## src/rtl/sac_pkg.sv

```systemverilog
package sac_pkg;
  localparam int SAC_SEC_W = 5;
  localparam int SAC_OFF_W = 18;

  typedef enum logic {
    STEP_PROG = 1'b0,
    STEP_DATA = 1'b1
  } step_mode_e;
endpackage

```

## src/rtl/sac_amount.sv

```systemverilog
module sac_amount (
  input  logic       step_i,
  input  logic       skip_i,
  output logic [1:0] amt_o
);
  assign amt_o = {1'b0, step_i} + {1'b0, skip_i};
endmodule

```

## src/rtl/sac_adder.sv

```systemverilog
module sac_adder #(
  parameter int W = 18
) (
  input  logic [W-1:0] a_i,
  input  logic [1:0]   inc_i,
  output logic [W-1:0] sum_o,
  output logic         carry_o
);
  logic [W:0] ext_sum;

  assign ext_sum = {1'b0, a_i} + (W+1)'(inc_i);
  assign sum_o   = ext_sum[W-1:0];
  assign carry_o = ext_sum[W];
endmodule

```

## src/rtl/sectioned_addr_ctr.sv

```systemverilog
module sectioned_addr_ctr
  import sac_pkg::*;
#(
  parameter int SEC_W = SAC_SEC_W,
  parameter int OFF_W = SAC_OFF_W
) (
  input  logic                   clk_i,
  input  logic                   rst_ni,
  input  logic                   step_i,
  input  logic                   skip_i,
  input  logic                   mode_i,
  input  logic                   single_sec_i,
  input  logic                   load_i,
  input  logic [SEC_W+OFF_W-1:0] target_i,
  output logic [SEC_W+OFF_W-1:0] addr_o
);
  localparam int ADDR_W = SEC_W + OFF_W;

  logic [OFF_W-1:0] off_q, off_d, off_sum;
  logic [SEC_W-1:0] sec_q, sec_d, sec_sum;
  logic [1:0]       amt, sec_inc;
  logic             off_carry, sec_carry_unused;
  step_mode_e       mode;

  assign mode = step_mode_e'(mode_i);

  sac_amount i_amount (
    .step_i (step_i),
    .skip_i (skip_i),
    .amt_o  (amt)
  );

  sac_adder #(.W(OFF_W)) i_off_add (
    .a_i     (off_q),
    .inc_i   (amt),
    .sum_o   (off_sum),
    .carry_o (off_carry)
  );

  // program counting never carries into the section
  assign sec_inc = (mode == STEP_DATA) ? {1'b0, off_carry} : 2'b00;

  sac_adder #(.W(SEC_W)) i_sec_add (
    .a_i     (sec_q),
    .inc_i   (sec_inc),
    .sum_o   (sec_sum),
    .carry_o (sec_carry_unused)
  );

  always_comb begin
    if (load_i) begin
      off_d = target_i[OFF_W-1:0];
      sec_d = target_i[ADDR_W-1:OFF_W];
    end else begin
      off_d = off_sum;
      sec_d = sec_sum;
    end
    if (single_sec_i) sec_d = '0;
  end

  always_ff @(posedge clk_i or negedge rst_ni) begin
    if (!rst_ni) begin
      off_q <= '0;
      sec_q <= '0;
    end else begin
      off_q <= off_d;
      sec_q <= sec_d;
    end
  end

  assign addr_o = {sec_q, off_q};
endmodule

```

## config.mk

```make
export PLATFORM = sky130hd
export DESIGN_NAME = sectioned_addr_ctr
export DESIGN_NICKNAME = d
export VERILOG_FILES = /design/src/rtl/sac_pkg.sv /design/src/rtl/sac_amount.sv /design/src/rtl/sac_adder.sv /design/src/rtl/sectioned_addr_ctr.sv
export SDC_FILE = /design/constraint.sdc
export NUM_CORES = 1
export LEC_CHECK = 0
export ABC_AREA = 1
export ABC_CLOCK_PERIOD_IN_PS = 3020
export BUFFER_PORTS_ARGS = -buffer_cell sky130_fd_sc_hd__buf_2
export CAP_MARGIN = 20
export CORE_ASPECT_RATIO = 0.7
export CORE_UTILIZATION = 30
export CTS_CLUSTER_DIAMETER = 150
export DETAILED_ROUTE_END_ITERATION = 10
export PLACE_DENSITY = 0.62
export SETUP_SLACK_MARGIN = 0.2
export SLEW_MARGIN = 20
export SYNTH_ARGS = -nofsm -noshare
export SYNTH_HDL_FRONTEND = slang
export SYNTH_SLANG_ARGS = --single-unit
```

## constraint.sdc

```tcl
create_clock -name clk_i -period 3.02 [get_ports clk_i]
set_input_delay 0.453 -clock clk_i [delete_from_list [all_inputs] [get_ports clk_i]]
set_output_delay 0.453 -clock clk_i [all_outputs]
set_load 0.03 [all_outputs]
```

# ---- Yosys cells after proc, flatten, opt, wreduce, memory -nomap -nowiden
# Index checks and enable logic that the tools add are counted.
dict set report totals {
  ff_bits 23
  latchBits 0
  ram_bits 0
  mem_bits_ro 0
  in_bits 30
  output_inout_bits 23
  word_cells 9
  memories 0
}
dict set report op_classes {
  n_addsub 3
  mul 0
  div_mod_pow 0
  magnitude_cmp 0
  n_eq_ne 0
  shift 0
  muxes 4
  n_bitwise 0
  reduce_logical 0
}
# cell count
set ops {}
lappend ops {{$add A18 B2 Y19} 1}
lappend ops {{$mux W18} 1}
lappend ops {{$mux W5} 2}
lappend ops {{$add A5 B1 Y5} 1}
lappend ops {{$add A1 B1 Y2} 1}
lappend ops {{$mux W1} 1}

# ---- Logic depth before layout (Yosys ltp)
dict set report logic_depth {
  depth_word 6
  depth_mapped 16
  ltp_nobuf 16
}

# ---- Hierarchy
# From an unflattened synthesis, not the netlist that was laid out.
dict set report unflattened {
  cells_unflattened 214
  area_unflattened_um2 1621.6
}
# module instances cells_each area_each_um2 seq_area_each_um2
set modules_own_cells {}
lappend modules_own_cells {sectioned_addr_ctr 1 111 958.4 575.6}
lappend modules_own_cells {{sac_adder (i_off_add)} 1 81 521.8 0.0}
lappend modules_own_cells {{sac_adder (i_sec_add)} 1 21 128.9 0.0}
lappend modules_own_cells {sac_amount 1 1 12.5 0.0}

# ---- Least setup slack after synthesis
# Ideal clock, no wire load.
dict set report synth_path {
  path_kind {reg2reg}
  start {register off_q[0]}
  end {register sec_q[4]}
  setup_time_ns 0.120
  arrival_ns 2.539
  required_time_ns 2.900
  path_slack_ns 0.362
  path_stages_with_launch 17
  path_buffers 0
  period_less_slack_ns 2.658
  path_cell_list {dfrtp_1 -> inv_1 -> fa_1 -> inv_1 -> ha_1 -> nand3_1 -> inv_2 -> nand2_2 -> inv_2 -> nand3_1 -> nor3_2 -> ha_1 -> ha_1 -> nand3_1 -> xnor2_1 -> o21ai_0 -> inv_1}
}
dict set report synth_via {
  elab_chain_len 5
}
# element line
set synth_lines {}
lappend synth_lines {{start, declared} sectioned_addr_ctr.sv:19} ;# logic [OFF_W-1:0] off_q, off_d, off_sum;
lappend synth_lines {{start signal, assigned} sectioned_addr_ctr.sv:63} ;# off_q <= '0;
lappend synth_lines {{start signal, assigned} sectioned_addr_ctr.sv:66} ;# off_q <= off_d;
lappend synth_lines {{$add A18 B2 Y19} sac_adder.sv:11} ;# assign ext_sum = {1'b0, a_i} + (W+1)'(inc_i);
lappend synth_lines {{$mux W1} sectioned_addr_ctr.sv:41} ;# assign sec_inc = (mode == STEP_DATA) ? {1'b0, off_carry} : 2'b00;
lappend synth_lines {{$add A5 B1 Y5} sac_adder.sv:11}
lappend synth_lines {{$mux W5} sectioned_addr_ctr.sv:51} ;# if (load_i) begin
lappend synth_lines {{$mux W5} sectioned_addr_ctr.sv:58} ;# if (single_sec_i) sec_d = '0;
lappend synth_lines {{named net sec_d[4]} sectioned_addr_ctr.sv:20} ;# logic [SEC_W-1:0] sec_q, sec_d, sec_sum;
lappend synth_lines {{end signal, assigned} sectioned_addr_ctr.sv:64} ;# sec_q <= '0;
lappend synth_lines {{end signal, assigned} sectioned_addr_ctr.sv:67} ;# sec_q <= sec_d;
lappend synth_lines {{end, declared} sectioned_addr_ctr.sv:20}
# The timed path passes the listed nets, and every way through them passes these cells.

# ---- Final worst setup path
# Same ends and word-level chain as after synthesis.

==> impl_metrics.yaml <==
outcome:
  status: "finished with violations"
  violations: "DRC"
cts:
  cts.repair.resized: 0
  cts_setup_buffers: 0
  ctsHoldBuffers: 0
  cts.sinks: 23
  insertion_delay_ns: 0.27
  cts-buffers-inserted: 3
  cts_root_buffer: "clkbuf_8"
  clkTransAtPathRegs_ns: 0.09
  cts_max_level: 1
  cts_max_path_buffers: 2
  cts_tree: "built"
grt:
  grt_max_degree: 31
  grtUsageTotal_pct: 15.80
  grt_pass1_vias: 1293
  grt-ovfl-total: 0
  grt_pass1_wl_um: 6099
  grt_antenna_before_repair: 0
route:
  top_layer: "met4"
  route.detailed.drc: 10
  viasPerCell: 4.489
  drtIter0Drc: 44
  wirelength_um: 3496
  num_vias: 1369
  post_drt_wl_per_cell_um: 11.46
  antenna_left: 0
  dr.pass1.iters: 7
  wl_met2_um: 1495
  met1_length_um: 1805
  dr_wl_met3_um: 182
final_layout:
  filler_cell_count: 470
  diodes: 0
  layout.nets: 285
  layout.area.seq_um2: 575.6
  multiInputGateArea_um2: 737.0
  area_growth_pct: 25.66
  drive_above_1_share_pct: 29.20
sta:
  clock.fmax_mhz: 395.6
  report.final.hold_viol_count: 0
  finalCritPeriodShare_pct: 83.71
  finalSetupTns_ns: 0
  drv_slew: 0
  max-slew-margin-rel_pct: 64.17
  finalCriticalPeriod_ns: 2.528
  worst_pin_slew_ns: 0.5375
  rsz0062_at_grt: "false"
  fin_skew_ns: 0.005478
  timing.hold.ws_ns: 0.1545
  finalSetupViolCount: 0
die:
  dieArea_um2: 4996
  core_region_area_um2: 4429
  die_width_um: 84.05
  placementRows: 20
  ioPinCount: 53
  die_h_um: 59.44
  start_util_pct: 31.92
yosys:
  yosys_warnings: 0
  synth_ff_type: "dfrtp_1"
  synthArstFlopShare_pct: 100.0
  postSynthCellCount: 197
  synth_fp_nets: 231
  synth_edf_count: 0
  synth_cell_types: 24
  syn_avg_cell_area_um2: 7.177
  yosysSeqAreaShare_pct: 40.71
  ys_ff_latch: 23
  synthesis.area_um2: 1414
place:
  gp_congestion: 0.9009
  dp_hpwl_um: 2670
  portBuffers: 52
setup_path:
  startpoint_type: "register"
  crit_path_start: "off_q[0]$_DFF_PN0_"
  end_kind: "register"
  r2r_start: "off_q[0]$_DFF_PN0_"
  r2r-end: "sec_q[4]$_DFF_PN0_"
  crit_type: "reg2reg"
  arrival_ns: 2.69
  required_ns: 3.18
  regToRegSetupSlack_ns: 0.49
  worstPathMaxFanout: 5
  rr_worst_depth: 16
power_and_ir_drop:
  p_total_uw: 788.5
  vdd_ir_drop_max_v: 0.0001544
  powerDensity_nw_per_um2: 443.8
  p_leak_nw: 0.9592
job:
  cap_violations: 0
hold_path:
  hold_class: "in2async"
## registers in the layout, indices dropped and copies added, names as in the netlist
register	count
off_q	18
sec_q	5
## per-layer routing
metal,global-route usage [%],vias to the layer above
li1,-,724
met3,4.318,2
met1,21.69,604
met4,2.217,0
met5,0,-
met2,25.76,39
## metrics by stage
step	area [um^2]	cells	util (%)	setup slack [ns]
finish	1777	305	40.11	0.4921
global route	1777	305	40.11	0.2483
floorplan	1414	197	-	0.3618
detailed placement	1729	301	39.04	0.1814
global placement	1729	301	39.04	0.2610
CTS	1774	305	40.06	0.4109
## cell usage after synthesis (all sizes together), types with 2 or more instances
cell	number	share of area [%]
inv	21	5.6
o21ai	14	5.0
xnor2	3	1.9
dfrtp	23	41
a21oi	4	1.4
buf	3	1.2
nand4	2	0.88
xor2	4	2.5
nand2	75	21
nand3	14	5.0
o21bai	2	1.1
ha	3	2.7
nor2	24	8.1
## report_power, final
part           switching [mW]  total [mW]  internal (mW)
logic                   0.144       0.216         0.0722
registers              0.0377       0.375          0.337
clock network           0.103       0.198         0.0943
total                   0.285       0.789          0.504
## final cells by class
class / instances / area share, %
clock buffer: 4 / 2.535
inverter: 22 / 4.648
multi-input combinational: 148 / 41.48
sequential: 23 / 32.39
tap: 55 / 3.873
timing repair buffer: 53 / 15.07
## worst max path at each step
stage                                     to  cells past startpoint
after floorplan           sec_q[4]$_DFF_PN0_                     16
after global placement    sec_q[4]$_DFF_PN0_                     17
after detailed placement  sec_q[4]$_DFF_PN0_                     17
after CTS                 sec_q[4]$_DFF_PN0_                     16
after global routing      sec_q[4]$_DFF_PN0_                     16
final                     sec_q[4]$_DFF_PN0_                     16
## cell usage in the layout (no fill, tap or decap), drive strengths merged
cell type	count
nand2	75
buf	53
nor2	24
dfrtp	23
inv	21
nand3	14
o21ai	14
xor2	4
a21oi	4
clkbuf	4
xnor2	3
ha	3
nand4	2
o21bai	2
nor3	1
clkinv	1
a31oi	1
fa	1
## cell families (layout without fill, tap and decap cells)
kind of cell / Yosys count / count (layout) / synth area share [%]
compound gates: 21 / 21 / 7.876
xor+xnor: 7 / 7 / 4.336
fa+ha+maj: 4 / 4 / 4.071
buf+inv: 26 / 79 / 7.344
flops: 23 / 23 / 40.71
simple gates: 116 / 116 / 35.66
## critical path, stage by stage, from the launching register on
cell and delay (ns):
dfrtp_1 0.36, inv_1 0.06, fa_2 0.37, inv_1 0.07
ha_1 0.17, nand3_1 0.13, inv_2 0.10, nand2_2 0.09
inv_2 0.09, nand3_1 0.08, nor3_2 0.12, ha_1 0.19
ha_1 0.18, nand3_1 0.09, xnor2_1 0.12, o21ai_0 0.14
inv_1 0.05
Power figures use the tool's default switching activity.
